==> src/rtl/sps_pkg.sv <==
package sps_pkg;

    typedef enum logic {
        SEQ_IDLE = 1'b0,
        SEQ_CONV = 1'b1
    } seq_st_e;

    // Per-edge events from the frame sequencer to the data path
    typedef struct packed {
        logic frame_start;  // this edge opens a frame (strobe period)
        logic slot_edge;    // this edge opens a data bit period
        logic frame_end;    // this edge closes the frame
    } seq_evt_t;

endpackage

==> src/rtl/sps_start_det.sv <==
module sps_start_det (
    input  logic clk,
    input  logic rst_n,
    input  logic cs_n,
    input  logic busy,
    output logic start
);

    typedef struct packed {
        logic cs_prev;
    } det_t;

    det_t r_d, r_q;

    always_comb begin
        r_d         = r_q;
        r_d.cs_prev = cs_n;
        // falling select edge, honoured only when idle
        start       = r_q.cs_prev & ~cs_n & ~busy;
    end

    always_ff @(posedge clk or negedge rst_n) begin
        if (!rst_n) begin
            r_q.cs_prev <= 1'b1;
        end else begin
            r_q <= r_d;
        end
    end

endmodule

==> src/rtl/sps_seq.sv <==
module sps_seq
    import sps_pkg::*;
#(
    parameter int NBITS = 12
) (
    input  logic     clk,
    input  logic     rst_n,
    input  logic     start,
    input  logic     hben,
    input  logic     cs_n,
    output logic     busy,
    output logic     sclk_out,
    output logic     sstrb,
    output logic     conv_start,
    output seq_evt_t evt
);

    localparam int PW = $clog2(NBITS + 1);
    localparam logic [PW-1:0] LAST_PER = PW'(NBITS);

    typedef struct packed {
        seq_st_e       st;
        logic          ph;      // 0: low half of bit period, 1: high half
        logic [PW-1:0] per;     // bit period index, 0 = strobe period
        logic          strobe;
        logic          go;
    } seq_t;

    seq_t r_d, r_q;

    always_comb begin
        r_d    = r_q;
        r_d.go = 1'b0;
        evt    = '0;
        unique case (r_q.st)
            SEQ_IDLE: begin
                if (start) begin
                    r_d.st          = SEQ_CONV;
                    r_d.ph          = 1'b0;
                    r_d.per         = '0;
                    r_d.strobe      = 1'b1;
                    r_d.go          = 1'b1;
                    evt.frame_start = 1'b1;
                end else begin
                    r_d.ph = (hben & ~cs_n) ? ~r_q.ph : 1'b0;
                end
            end
            SEQ_CONV: begin
                if (!r_q.ph) begin
                    r_d.ph = 1'b1;
                end else if (r_q.per == LAST_PER) begin
                    r_d.st        = SEQ_IDLE;
                    r_d.ph        = 1'b0;
                    r_d.per       = '0;
                    evt.frame_end = 1'b1;
                end else begin
                    r_d.ph        = 1'b0;
                    r_d.per       = r_q.per + 1'b1;
                    r_d.strobe    = 1'b0;
                    evt.slot_edge = 1'b1;
                end
            end
            default: r_d = r_q;
        endcase
    end

    always_ff @(posedge clk or negedge rst_n) begin
        if (!rst_n) begin
            r_q.st     <= SEQ_IDLE;
            r_q.ph     <= 1'b0;
            r_q.per    <= '0;
            r_q.strobe <= 1'b0;
            r_q.go     <= 1'b0;
        end else begin
            r_q <= r_d;
        end
    end

    assign busy       = (r_q.st == SEQ_CONV);
    assign sclk_out   = r_q.ph;
    assign sstrb      = r_q.strobe;
    assign conv_start = r_q.go;

endmodule

==> src/rtl/sps_dpath.sv <==
module sps_dpath
    import sps_pkg::*;
(
    input  logic     clk,
    input  logic     rst_n,
    input  seq_evt_t evt,
    input  logic     bit_valid,
    input  logic     bit_val,
    output logic     dout
);

    typedef struct packed {
        logic pend;   // most recently decided bit
        logic dout;
    } dp_t;

    dp_t r_d, r_q;

    always_comb begin
        r_d = r_q;
        if (evt.frame_start) begin
            r_d.pend = 1'b0;
            r_d.dout = 1'b0;
        end else begin
            if (bit_valid) begin
                r_d.pend = bit_val;
            end
            if (evt.slot_edge) begin
                // a bit decided on this very edge goes straight out
                r_d.dout = bit_valid ? bit_val : r_q.pend;
            end else if (evt.frame_end) begin
                r_d.dout = 1'b0;
            end
        end
    end

    always_ff @(posedge clk or negedge rst_n) begin
        if (!rst_n) begin
            r_q <= '0;
        end else begin
            r_q <= r_d;
        end
    end

    assign dout = r_q.dout;

endmodule

==> src/rtl/sar_serial_tx.sv <==
module sar_serial_tx
    import sps_pkg::*;
#(
    parameter int NBITS = 12
) (
    input  logic clk,
    input  logic rst_n,
    input  logic cs_n,
    input  logic rd_n,
    input  logic hben,
    input  logic bit_valid,
    input  logic bit_val,
    output logic conv_start,
    output logic dout,
    output logic dout_oe,
    output logic sclk_out,
    output logic sclk_oe,
    output logic sstrb,
    output logic sstrb_oe
);

    logic     busy;
    logic     start;
    seq_evt_t evt;

    sps_start_det u_det (
        .clk   (clk),
        .rst_n (rst_n),
        .cs_n  (cs_n),
        .busy  (busy),
        .start (start)
    );

    sps_seq #(.NBITS(NBITS)) u_seq (
        .clk        (clk),
        .rst_n      (rst_n),
        .start      (start),
        .hben       (hben),
        .cs_n       (cs_n),
        .busy       (busy),
        .sclk_out   (sclk_out),
        .sstrb      (sstrb),
        .conv_start (conv_start),
        .evt        (evt)
    );

    sps_dpath u_dp (
        .clk       (clk),
        .rst_n     (rst_n),
        .evt       (evt),
        .bit_valid (bit_valid),
        .bit_val   (bit_val),
        .dout      (dout)
    );

    // Pad enables follow the select pins without a clock
    always_comb begin
        dout_oe  = ~cs_n;
        sclk_oe  = ~cs_n & ~rd_n;
        sstrb_oe = ~cs_n & ~rd_n;
    end

endmodule

==> config.mk <==
export PLATFORM = sky130hd
export DESIGN_NAME = sar_serial_tx
export DESIGN_NICKNAME = d
export VERILOG_FILES = /design/src/rtl/sps_pkg.sv /design/src/rtl/sps_start_det.sv /design/src/rtl/sps_seq.sv /design/src/rtl/sps_dpath.sv /design/src/rtl/sar_serial_tx.sv
export SDC_FILE = /design/constraint.sdc
export NUM_CORES = 1
export LEC_CHECK = 0
export ABC_AREA = 1
export ABC_CLOCK_PERIOD_IN_PS = 1600
export BUFFER_PORTS_ARGS = -buffer_cell sky130_fd_sc_hd__clkbuf_2
export CORE_AREA = 2 2 39 41
export DETAILED_ROUTE_END_ITERATION = 10
export DIE_AREA = 0 0 41 43
export GPL_TIMING_DRIVEN = 0
export HOLD_SLACK_MARGIN = 0.12
export PLACE_DENSITY_LB_ADDON = 0.3
export SYNTH_ARGS = -nofsm -noshare
export SYNTH_HDL_FRONTEND = slang
export SYNTH_SLANG_ARGS = --single-unit
export TNS_END_PERCENT = 100
==> constraint.sdc <==
create_clock -name clk -period 1.6 [get_ports clk]
set_input_delay 0.24 -clock clk [delete_from_list [all_inputs] [get_ports clk]]
set_output_delay 0.24 -clock clk [all_outputs]
set_load 0.01 [all_outputs]
Word-level counts from Yosys, hierarchy flattened. Cells that the tools add are included.

Bits in registers: 11. Input bits: 7. Output and inout bits: 7. Word-level logic and storage cells: 44.

$add $sub $neg: 1. Equal/unequal tests: 4. Muxes and demuxes: 20. Bitwise logic cells: 8. Reductions and logical operators: 3.

Operators with widths (count): 7-bit one-hot mux with 2 select lines (1); 1-bit two-way mux (13); 2-bit two-way mux (3); 6-bit two-way mux (1); 2-bit != test, second input constant (3); 5-bit two-way mux (1); 4-bit by 1-bit adder with 4-bit output, second input constant (1); 1-bit bitwise AND (4); 4-bit equality test, second input constant (1); 4-bit two-way mux (1); 1-bit NOT (4); 3-bit AND reduction (1); 3-bit nonzero test (1); 2-bit AND reduction (1).

Longest topological paths before layout. Gate-level depths: netlist (run 1).

Word-level depth: 7. Gate-level depth with buffers: 7.

Modules after synthesis. Synthesis (run 1) repeated with hierarchy kept, for this count alone.

Cell total of the unflattened synthesis: 63. Area total of the unflattened synthesis: 535.5 um2.

By module, submodules not included: sps_seq (times used 1, cells an instance 44, area each 386.6 um2, sequential area each 200.2 um2); sps_dpath (times used 1, cells an instance 12, area each 93.8 um2, sequential area each 50.0 um2); sps_start_det (times used 1, cells an instance 4, area each 40.0 um2, sequential area each 26.3 um2); sar_serial_tx (times used 1, cells an instance 3, area each 15.0 um2, sequential area each 0.0 um2).

Least setup slack after synthesis (run 1). No wires, ideal clock.

Path type: reg2reg. Start point: reg u_seq.r_q[2] (netlist name). End point: reg u_seq.r_q[5] (netlist name). Setup time: 0.117 ns. Arrival: 0.911 ns. Required time: 1.483 ns. Slack: 0.572 ns. Stages on the path, launching flop included: 8. Clock period less this slack: 1.028 ns. Cell sequence: dfrtp_1 > inv_1 > ha_1 > nand3_2 > nand2_4 > inv_2 > nand2_1 > nand2_1.

Word-level cells in the longest chain between the ends: 4.

RTL lines: start: declaration (line sps_seq.sv:29) `seq_t r_d, r_q;`; start signal: assignment (line sps_seq.sv:75) `r_q <= r_d;`; 4-bit by 1-bit adder with 4-bit output or 4-bit equality test (tied branches) (line sps_seq.sv:58, sps_seq.sv:51); 4-bit two-way mux * (line sps_seq.sv:51) `end else if (r_q.per == LAST_PER) begin`; 5-bit two-way mux * (line sps_seq.sv:49) `if (!r_q.ph) begin`; 7-bit one-hot mux with 2 select lines * (line sps_seq.sv:35) `unique case (r_q.st)`.

Mark *: on every way between the ends. The rest lies on a longest branch, timed or not. The select of a mux whose other input is x is not followed. A chain may end at the register's enable or synchronous reset.

Worst setup path in the final report (run 1).
Start point: in cs_n. End point: out sstrb_oe.

Word-level cells in the longest chain between the ends: 2.

RTL lines: start: declaration (line sar_serial_tx.sv:8) `input logic cs_n,`; 1-bit NOT (line sar_serial_tx.sv:60) `sstrb_oe = ~cs_n & ~rd_n;`; 1-bit bitwise AND (line sar_serial_tx.sv:60); end: declaration (line sar_serial_tx.sv:19) `output logic sstrb_oe`.

Every way passes these cells.

==> out/metrics.yaml, run 1 <==
power_density_nw_per_um2: 1580
combPwrFrac: 0.366
cts_sinks: 11
fp-row-count: 14
place_hpwl_um: 657
outcome: "completed"
dr.max_layer_used: "met4"
chipHeight_um: 43
drive_above_1_share: 0.324
hold_buffers: 2
max_freq_ghz: 0.662
die_w_um: 41
grt_usage: 0.136
vias: 429
fill_cells: 130
setup_tns_ns: 0
htree_levels: 1
p_seq_frac: 0.452
initial_core_util: 0.371
r2r.worst_path.cells: 7
wl_met3_um: 34
m1WireLength_um: 408
switching_share: 0.387
gp_congestion: 0.748
drtIter0Drc: 8
clk_latency_ns: 0.27
p_leak_nw: 0.351
nets: 84
async_flop_share: 1.00
synth_ff_type: "dfrtp_1"
synth_top_area_cell: "dfrtp_1"
critPathLaunchType: "primary input"
antenna_cells: 0
ys_ff_latch: 11
wire_per_inst_um: 10.3
worstReg2RegEnd: "u_seq.r_q[5]$_DFFE_PN0P_"
slew_headroom: 0.826
fin_crit_sh: 0.945
clk_path_buf_depth: 2
dr_wl_met2_um: 474
cp-end-kind: "output pin"
crit_required_ns: 1.36
min_path_cells: 3
vias_per_cell: 4.77
peakVddDrop_mv: 0.649
drc: 0
cts_tree: "built"
cts-buffers-inserted: 3
overflow: 0
layout_min_cycle_time_ns: 1.51
setup_viol: 0
postLayoutCoreUtil: 0.466
crit_type: "in2out"
cts_root_buf: "clkbuf_4"
critPathLaunch: "cs_n"
multiInputGateArea_sq_um: 194
ys_warn_count: 0
core_sq_um: 1380
ant_nets: 0
grt_pass1_wl_um: 1610
p_clk_frac: 0.183
first_global_vias: 370
yosys.area.top_type_share: 0.488
cts_resized: 0
p_sw_mw: 0.393
syn2layout_area_growth_pct: 25.6
routed_wirelength_um: 925
intPower_mw: 0.622
endpoint: "sstrb_oe"
cts_setup_buffers: 0
synth_enable_flop_cells: 0
rr_startpoint: "u_seq.r_q[2]$_DFFE_PN0P_"
synth-seq-area-share: 0.539
synthTopCellsByArea: "dfrtp_1 49%, nand2_1 6.6%, nand3_1 5.9%, dfstp_2 5.1%, inv_1 5.1%"
syn_area_sq_um: 513
finalHoldViolCount: 0
r2r_slack_ns: 0.49
rsz0062_at_grt: "no"
arrival_ns: 1.27
clk_pin_slew_ns: 0.07
die_area_sq_um: 1760
worst_pin_slew_ns: 0.258
fin_skew_ns: 0.00692
avgSynthCellArea_sq_um: 9.33
worstPathMaxFanout: 3
synthDistinctLibCells: 19
ff_latch_area_sq_um: 277
hold_class: "in2reg"
cap_viol_max_count: 0
numPortBuffers: 13
final_max_slew_viol_count: 0
io_pins: 14
dr.pass1.iters: 3
grt_max_degree: 12
synthCells: 55
antenna_found_initial: 0
syn_nets: 64
-- synth_stat cells, types with 2 or more instances --
| cell | instances |
|---|---|
| nor2_1 | 4 |
| ha_1 | 2 |
| nand2_1 | 9 |
| nand3_1 | 6 |
| inv_1 | 7 |
| o21ai_1 | 3 |
| dfrtp_1 | 10 |
| nand3_2 | 2 |
| a21oi_1 | 2 |
-- flip-flops by register name, summed over array words and instances, names as in the netlist --
| register | cells |
|---|---|
| u_seq.sclk_out | 1 |
| u_seq.r_q | 4 |
| u_dp.r_q | 1 |
| u_seq.busy | 1 |
| u_seq.conv_start | 1 |
| u_det.r_q | 1 |
| u_dp.dout | 1 |
| u_seq.sstrb | 1 |
-- cell usage in the layout (no fill, tap or decap), drive strengths merged --
cell type / synthesis / routed
a21oi: 2 / 2
buf: 1 / 1
clkbuf: 0 / 17
clkinv: 1 / 1
dfrtp: 10 / 10
dfstp: 1 / 1
dlygate4sd3: 0 / 2
ha: 2 / 2
inv: 8 / 8
nand2: 11 / 11
nand3: 8 / 8
nand3b: 1 / 1
nand4: 1 / 1
nor2: 4 / 4
o21ai: 4 / 4
xnor2: 1 / 1
-- cell type report --
cell class / count / area share
Inverter: 9 / 0.0544
Tap cell: 16 / 0.0311
Clock buffer: 4 / 0.0408
Sequential cell: 11 / 0.429
Multi-Input combinational cell: 34 / 0.301
Timing Repair Buffer: 15 / 0.132
Buffer: 1 / 0.0117
-- logic make-up after synthesis --
group                    synth area share
AO/OA/AOI/OAI                      0.0585
XOR/XNOR                           0.0171
adder cells (fa/ha/maj)            0.0488
buffers and inverters              0.0829
flip-flops                          0.539
AND/OR/NAND/NOR                     0.254
-- how the worst min path moves through the flow --
stage | slack [ns] | startpoint | endpoint
after floorplan | -0.06 | rst_n | u_dp.dout$_DFFE_PN0P_
after global placement | 0.13 | rst_n | u_seq.sclk_out$_DFF_PN0_
after detailed placement | 0.13 | rst_n | u_seq.sclk_out$_DFF_PN0_
after CTS | 0.21 | hben | u_seq.sclk_out$_DFF_PN0_
after global routing | 0.26 | hben | u_seq.sclk_out$_DFF_PN0_
final | 0.22 | hben | u_seq.sclk_out$_DFF_PN0_
-- critical path: stages --
cell and delay [ns]:
dlygate4sd3_1 0.53, clkbuf_2 0.12, nor2_1 0.14, buf_4 0.12
clkbuf_2 0.11
-- per-layer routing --
| layer | global-route usage | up-vias |
|---|---|---|
| li1 | - | 218 |
| met1 | 0.205 | 200 |
| met2 | 0.181 | 9 |
| met3 | 0.0157 | 2 |
| met4 | 0.0800 | 0 |
| met5 | 0 | - |
-- power groups by stage --
| stage | combinational (mW) | clock [mW] | sequential, mW |
|---|---|---|---|
| after global routing | 0.424 | 0.213 | 0.475 |
| after CTS | 0.377 | 0.193 | 0.457 |
| final | 0.371 | 0.185 | 0.459 |
| after global placement | 0.362 | 0 | 0.460 |
| after floorplan | 0.260 | 0 | 0.461 |
| after detailed placement | 0.368 | 0 | 0.462 |
-- stage by stage --
step / area (sq um) / setup slack [ns] / power (mW) / hold slack, ns / std cells
after CTS: 644 / 0.0858 / 1.03 / 0.212 / 90
after floorplan: 513 / 0.572 / 0.721 / -0.0556 / 55
final: 644 / 0.0885 / 1.02 / 0.218 / 90
after detailed placement: 598 / 0.495 / 0.830 / 0.128 / 84
after global routing: 644 / 0.0431 / 1.11 / 0.256 / 90
after global placement: 598 / 0.506 / 0.822 / 0.130 / 84
Power figures use the tool's default switching activity.
==> run 2: changes to the inputs <==
--- a/config.mk
+++ b/config.mk
@@ -9,11 +9,13 @@
 export ABC_CLOCK_PERIOD_IN_PS = 1600
 export BUFFER_PORTS_ARGS = -buffer_cell sky130_fd_sc_hd__clkbuf_2
 export CORE_AREA = 2 2 39 41
+export CTS_BUF_LIST = sky130_fd_sc_hd__clkbuf_8
 export DETAILED_ROUTE_END_ITERATION = 10
 export DIE_AREA = 0 0 41 43
 export GPL_TIMING_DRIVEN = 0
 export HOLD_SLACK_MARGIN = 0.12
 export PLACE_DENSITY_LB_ADDON = 0.3
+export SLEW_MARGIN = 0
 export SYNTH_ARGS = -nofsm -noshare
 export SYNTH_HDL_FRONTEND = slang
 export SYNTH_SLANG_ARGS = --single-unit
==> out/metrics.yaml, run 2 (synthesis gave the netlist of run 1 again) <==
outcome: "completed"
top_register: "u_seq.r_q"
peakVddDrop_mv: 0.755  # +16%
grt_max_degree: 12  # unchanged
numPortBuffers: 13  # unchanged
cts_tree: "built"
cts_sinks: 11  # unchanged
drc: 0  # unchanged
cap_viol_max_count: 0  # unchanged
clk_latency_ns: 0.23  # -0.04 ns
cts_root_buf: "clkbuf_8"
layout_min_cycle_time_ns: 1.50  # -0.0113 ns
final_area_sq_um: 663  # +2.9%
slew_headroom: 0.824  # -0.00270
largest_reg_flops: 4  # unchanged
drtIter0Drc: 8  # unchanged
crit_type: "in2out"
finalHoldViolCount: 0  # unchanged
antenna_found_initial: 0  # unchanged
fin_cells: 90  # unchanged
antenna_cells: 0  # unchanged
critPathLaunchType: "primary input"
vias: 407  # -5.1%
gp_congestion: 0.748  # unchanged
hold_class: "in2reg"
final_common_cell: "clkbuf_2"
fp-row-count: 14  # unchanged
io_pins: 14  # unchanged
max_freq_ghz: 0.667  # +0.75%
first_global_vias: 359  # -3.0%
power_density_nw_per_um2: 1640  # +4.3%
die_area_sq_um: 1760  # unchanged
cts-buffers-inserted: 3  # unchanged
worst_pin_slew_ns: 0.264  # +0.00676 ns
endpoint: "sstrb_oe"
grt_pass1_wl_um: 1570  # -2.1%
wire_per_inst_um: 9.78  # -4.9%
chipHeight_um: 43  # unchanged
place_hpwl_um: 657  # unchanged
fin_crit_sh: 0.938  # -0.00704
postLayoutCoreUtil: 0.479  # +0.0136
setup_viol: 0  # unchanged
htree_levels: 1  # unchanged
fin_ws_ns: 0.0997  # +0.0113 ns
dp_cells: 84  # unchanged
cp-end-kind: "output pin"
critPathLaunch: "cs_n"
r2r.worst_path.cells: 7  # unchanged
clk_pin_slew_ns: 0.05  # -0.02 ns
final_cell_mix: "13 x clkbuf_2, 10 x dfrtp_1, 9 x nand2_1, 8 x inv_1, 6 x nand3_1"
nets: 84  # unchanged
ant_nets: 0  # unchanged
clk_path_buf_depth: 2  # unchanged
worstReg2RegEnd: "u_seq.r_q[5]$_DFFE_PN0P_"
rr_startpoint: "u_seq.r_q[2]$_DFFE_PN0P_"
final_max_slew_viol_count: 0  # unchanged
setup_tns_ns: 0  # unchanged
vias_per_cell: 4.52  # -5.1%
worstPathMaxFanout: 3  # unchanged
dr.pass1.iters: 2  # -1
cts_resized: 0  # unchanged
die_w_um: 41  # unchanged
core_sq_um: 1380  # unchanged
overflow: 0  # unchanged
p_leak_nw: 0.363  # +3.4%
place_ws_ns: 0.495  # unchanged
initial_core_util: 0.371  # unchanged
routed_wirelength_um: 880  # -4.9%
arrival_ns: 1.26  # about the same
p_total_mw: 1.09  # +7.3%
whs_ns: 0.263  # +0.0457 ns
drive_above_1_share: 0.324  # unchanged
rsz0062_at_grt: "no"
r2r_slack_ns: 0.49  # about the same
grt_usage: 0.132  # -0.00395
crit_required_ns: 1.36  # about the same
syn2layout_area_growth_pct: 29.3
placed_area_sq_um: 598  # unchanged
fin_skew_ns: 0.000523  # -0.00640 ns
run 2: cell types whose count changed in the layout (fill, tap and decap cells not counted):
cell      previous run  this run
clkbuf_4             3         0
clkbuf_1             1         0
inv_1                7         8
clkbuf_8             0         3
run 2: critical path, cell delays in order:
cell,delay [ns]
dlygate4sd3_1,0.53
clkbuf_2,0.12
nor2_1,0.14
buf_4,0.12
clkbuf_2,0.11
run 2: final cells by class:
cell class                 instances  area (sq um)
fill                             128           721
buffer                             1          7.51
clock inverter                     1          3.75
clock buffer                       3          41.3
multi-input combinational         34           194
inverter                           9          35.0
tap                               16          20.0
sequential                        11           277
timing repair buffer              15          85.1
run 2: power by group:
part	internal, mW	leakage (nW)	switching, mW
clock	0.168	0.0269	0.0940
sequential	0.369	0.133	0.0911
combinational	0.158	0.204	0.211
run 2: repair_timing:
action / CTS / global route
hold endpoints to repair: 11 / 0
buffers inserted: 0 / 0
hold buffers: 2 / 0
run 2: how the worst min path moves through the flow:
stage                     start                        to  slack, ns  cells past startpoint
final                      hben  u_seq.sclk_out$_DFF_PN0_       0.26                      3
after detailed placement  rst_n  u_seq.sclk_out$_DFF_PN0_       0.13                      1
after global placement    rst_n  u_seq.sclk_out$_DFF_PN0_       0.13                      1
after floorplan           rst_n     u_dp.dout$_DFFE_PN0P_      -0.06                      0
after global routing       hben  u_seq.sclk_out$_DFF_PN0_       0.30                      3
after CTS                  hben  u_seq.sclk_out$_DFF_PN0_       0.26                      3
run 2: per-layer routing:
layer | wire length, um | global-route usage
met2 | 444 | 0.169
met5 | 0 | 0
met1 | 404 | 0.205
met3 | 23 | 0.0314
met4 | 8 | 0.0600
==> run 3: changes to the inputs <==
--- a/config.mk
+++ b/config.mk
@@ -6,10 +6,11 @@
 export NUM_CORES = 1
 export LEC_CHECK = 0
 export ABC_AREA = 1
-export ABC_CLOCK_PERIOD_IN_PS = 1600
+export ABC_CLOCK_PERIOD_IN_PS = 1700
 export BUFFER_PORTS_ARGS = -buffer_cell sky130_fd_sc_hd__clkbuf_2
 export CORE_AREA = 2 2 39 41
 export CTS_BUF_LIST = sky130_fd_sc_hd__clkbuf_8
+export CTS_CLUSTER_DIAMETER = 40
 export DETAILED_ROUTE_END_ITERATION = 10
 export DIE_AREA = 0 0 41 43
 export GPL_TIMING_DRIVEN = 0
==> constraint.sdc (replaced) <==
create_clock -name clk -period 1.7 [get_ports clk]
set_input_delay 0.255 -clock clk [delete_from_list [all_inputs] [get_ports clk]]
set_output_delay 0.255 -clock clk [all_outputs]
set_load 0.01 [all_outputs]
==> out/metrics.yaml, run 3 (synthesis gave the netlist of run 1 again) <==
rr_startpoint: "u_seq.r_q[2]$_DFFE_PN0P_"
final_max_slew_viol_count: 0  # unchanged
fin_crit_sh: 0.655
cts_sinks: 11  # unchanged
whs_ns: 0.126  # -0.137 ns
r2r_slack_ns: 0.59  # +0.10 ns
power_density_nw_per_um2: 1570  # -4.6%
setup_viol: 0  # unchanged
htree_levels: 1  # unchanged
cts-buffers-inserted: 3  # unchanged
postLayoutCoreUtil: 0.472  # -0.00723
gp_congestion: 0.748  # unchanged
initial_core_util: 0.371  # unchanged
clk_pin_slew_ns: 0.05  # about the same
crit_type: "reg2reg"
vias_per_cell: 4.53  # +0.13%
fp-row-count: 14  # unchanged
final_cell_mix: "13 x clkbuf_2, 10 x dfrtp_1, 9 x nand2_1, 8 x inv_1, 6 x nand3_1"
largest_reg_flops: 4  # unchanged
drive_above_1_share: 0.329  # +0.00444
vias: 403  # -0.98%
routed_wirelength_um: 873  # -0.80%
peakVddDrop_mv: 0.711  # -5.8%
setup_tns_ns: 0  # unchanged
min_path_cells: 1  # -2
critPathLaunchType: "register"
numPortBuffers: 13  # unchanged
wire_per_inst_um: 9.81  # +0.32%
die_area_sq_um: 1760  # unchanged
crit_top_cell: "nand2_1"
core_sq_um: 1380  # unchanged
grt_usage: 0.130  # -0.00205
worst_pin_slew_ns: 0.264  # unchanged
io_pins: 14  # unchanged
cp-end-kind: "register"
ant_nets: 0  # unchanged
max_freq_ghz: 0.897
place_hpwl_um: 657  # unchanged
hold_class: "in2reg"
grt_pass1_wl_um: 1550  # -1.8%
cts_root_buf: "clkbuf_8"
first_global_vias: 347  # -3.3%
clk_path_buf_depth: 2  # unchanged
rsz0062_at_grt: "no"
final_common_cell: "clkbuf_2"
worstPathMaxFanout: 6  # +3
drc: 0  # unchanged
clk_latency_ns: 0.23  # about the same
fill_cells: 128  # unchanged
syn2layout_area_growth_pct: 27.3
slew_headroom: 0.824  # unchanged
hold_buffers: 1  # -1
cap_viol_max_count: 0  # unchanged
cts_setup_buffers: 0  # unchanged
finalHoldViolCount: 0  # unchanged
ff_latch_area_sq_um: 277  # unchanged
grt_max_degree: 12  # unchanged
top_register: "u_seq.r_q"
antenna_cells: 0  # unchanged
cp_cell_sequence: "inv_1 -> ha_1 -> nand3_2 -> nand2_4 -> inv_2 -> nand2_1 -> nand2_1"
antenna_found_initial: 0  # unchanged
hp-start: "cs_n"
layout_min_cycle_time_ns: 1.11
outcome: "completed"
cp_slowest_cell: "dfrtp_1"
die_w_um: 41  # unchanged
r2r.worst_path.cells: 7  # unchanged
crit_required_ns: 1.82  # +0.46 ns
multiInputGateArea_sq_um: 194  # unchanged
p_leak_nw: 0.359  # -1.1%
worstReg2RegEnd: "u_seq.r_q[5]$_DFFE_PN0P_"
drtIter0Drc: 8  # unchanged
holdPathEnd: "u_det.r_q$_DFF_PN1_"
critPathMaxStageDelay_ns: 0.44  # -0.09 ns
nets: 83  # -1.2%
chipHeight_um: 43  # unchanged
overflow: 0  # unchanged
cts_resized: 0  # unchanged
dr.pass1.iters: 2  # unchanged
arrival_ns: 1.24  # -0.02 ns
fin_skew_ns: 0.000649  # +0.000126 ns
cts_tree: "built"
## run 3: worst max-delay path by stage
stage                                   startpoint                        to  slack [ns]
after detailed placement  u_seq.r_q[2]$_DFFE_PN0P_  u_seq.r_q[5]$_DFFE_PN0P_        0.59
after CTS                 u_seq.r_q[2]$_DFFE_PN0P_  u_seq.r_q[5]$_DFFE_PN0P_        0.59
after global routing      u_seq.r_q[2]$_DFFE_PN0P_  u_seq.r_q[5]$_DFFE_PN0P_        0.53
after floorplan           u_seq.r_q[2]$_DFFE_PN0P_  u_seq.r_q[5]$_DFFE_PN0P_        0.67
after global placement    u_seq.r_q[2]$_DFFE_PN0P_  u_seq.r_q[5]$_DFFE_PN0P_        0.61
final                     u_seq.r_q[2]$_DFFE_PN0P_  u_seq.r_q[5]$_DFFE_PN0P_        0.59
## run 3: final cells by class
cell class | count | share of cell area
inverter | 9 | 0.0536
buffer | 1 | 0.0115
clock buffer | 3 | 0.0632
clock inverter | 1 | 0.00575
sequential | 11 | 0.423
tap | 16 | 0.0307
timing repair buffer | 14 | 0.115
multi-input combinational | 34 | 0.297
## run 3: worst max-delay path, delay by kind of cell, from the launching register on
kind	cells	cell delay [ns]
adders and majority gates	1	0.15
buffers and inverters	2	0.11
DFF	1	0.44
and+or+nand+nor	4	0.30
## run 3: through the flow
stage | instance area [sq um] | std cells | setup slack [ns] | power, mW
6_report | 653 | 89 | 0.586 | 1.02
5_1_grt | 653 | 89 | 0.534 | 1.12
4_1_cts | 653 | 89 | 0.586 | 1.04
3_5_place_dp | 598 | 84 | 0.595 | 0.782
3_3_place_gp | 598 | 84 | 0.606 | 0.773
2_1_floorplan | 513 | 55 | 0.672 | 0.679
## run 3: report_power, final
part	total (mW)	leakage (nW)	internal (mW)	switching, mW
Clock	0.246	0.0269	0.158	0.0886
Sequential	0.433	0.133	0.347	0.0857
Combinational	0.345	0.199	0.147	0.198
Total	1.02	0.359	0.652	0.372
## run 3: layer usage
metal | vias up | global-route usage | wire length, um
met5 | - | 0 | 0
met4 | 0 | 0.0600 | 8
met3 | 2 | 0.0314 | 26
met2 | 6 | 0.163 | 434
met1 | 183 | 0.205 | 404
li1 | 212 | - | -
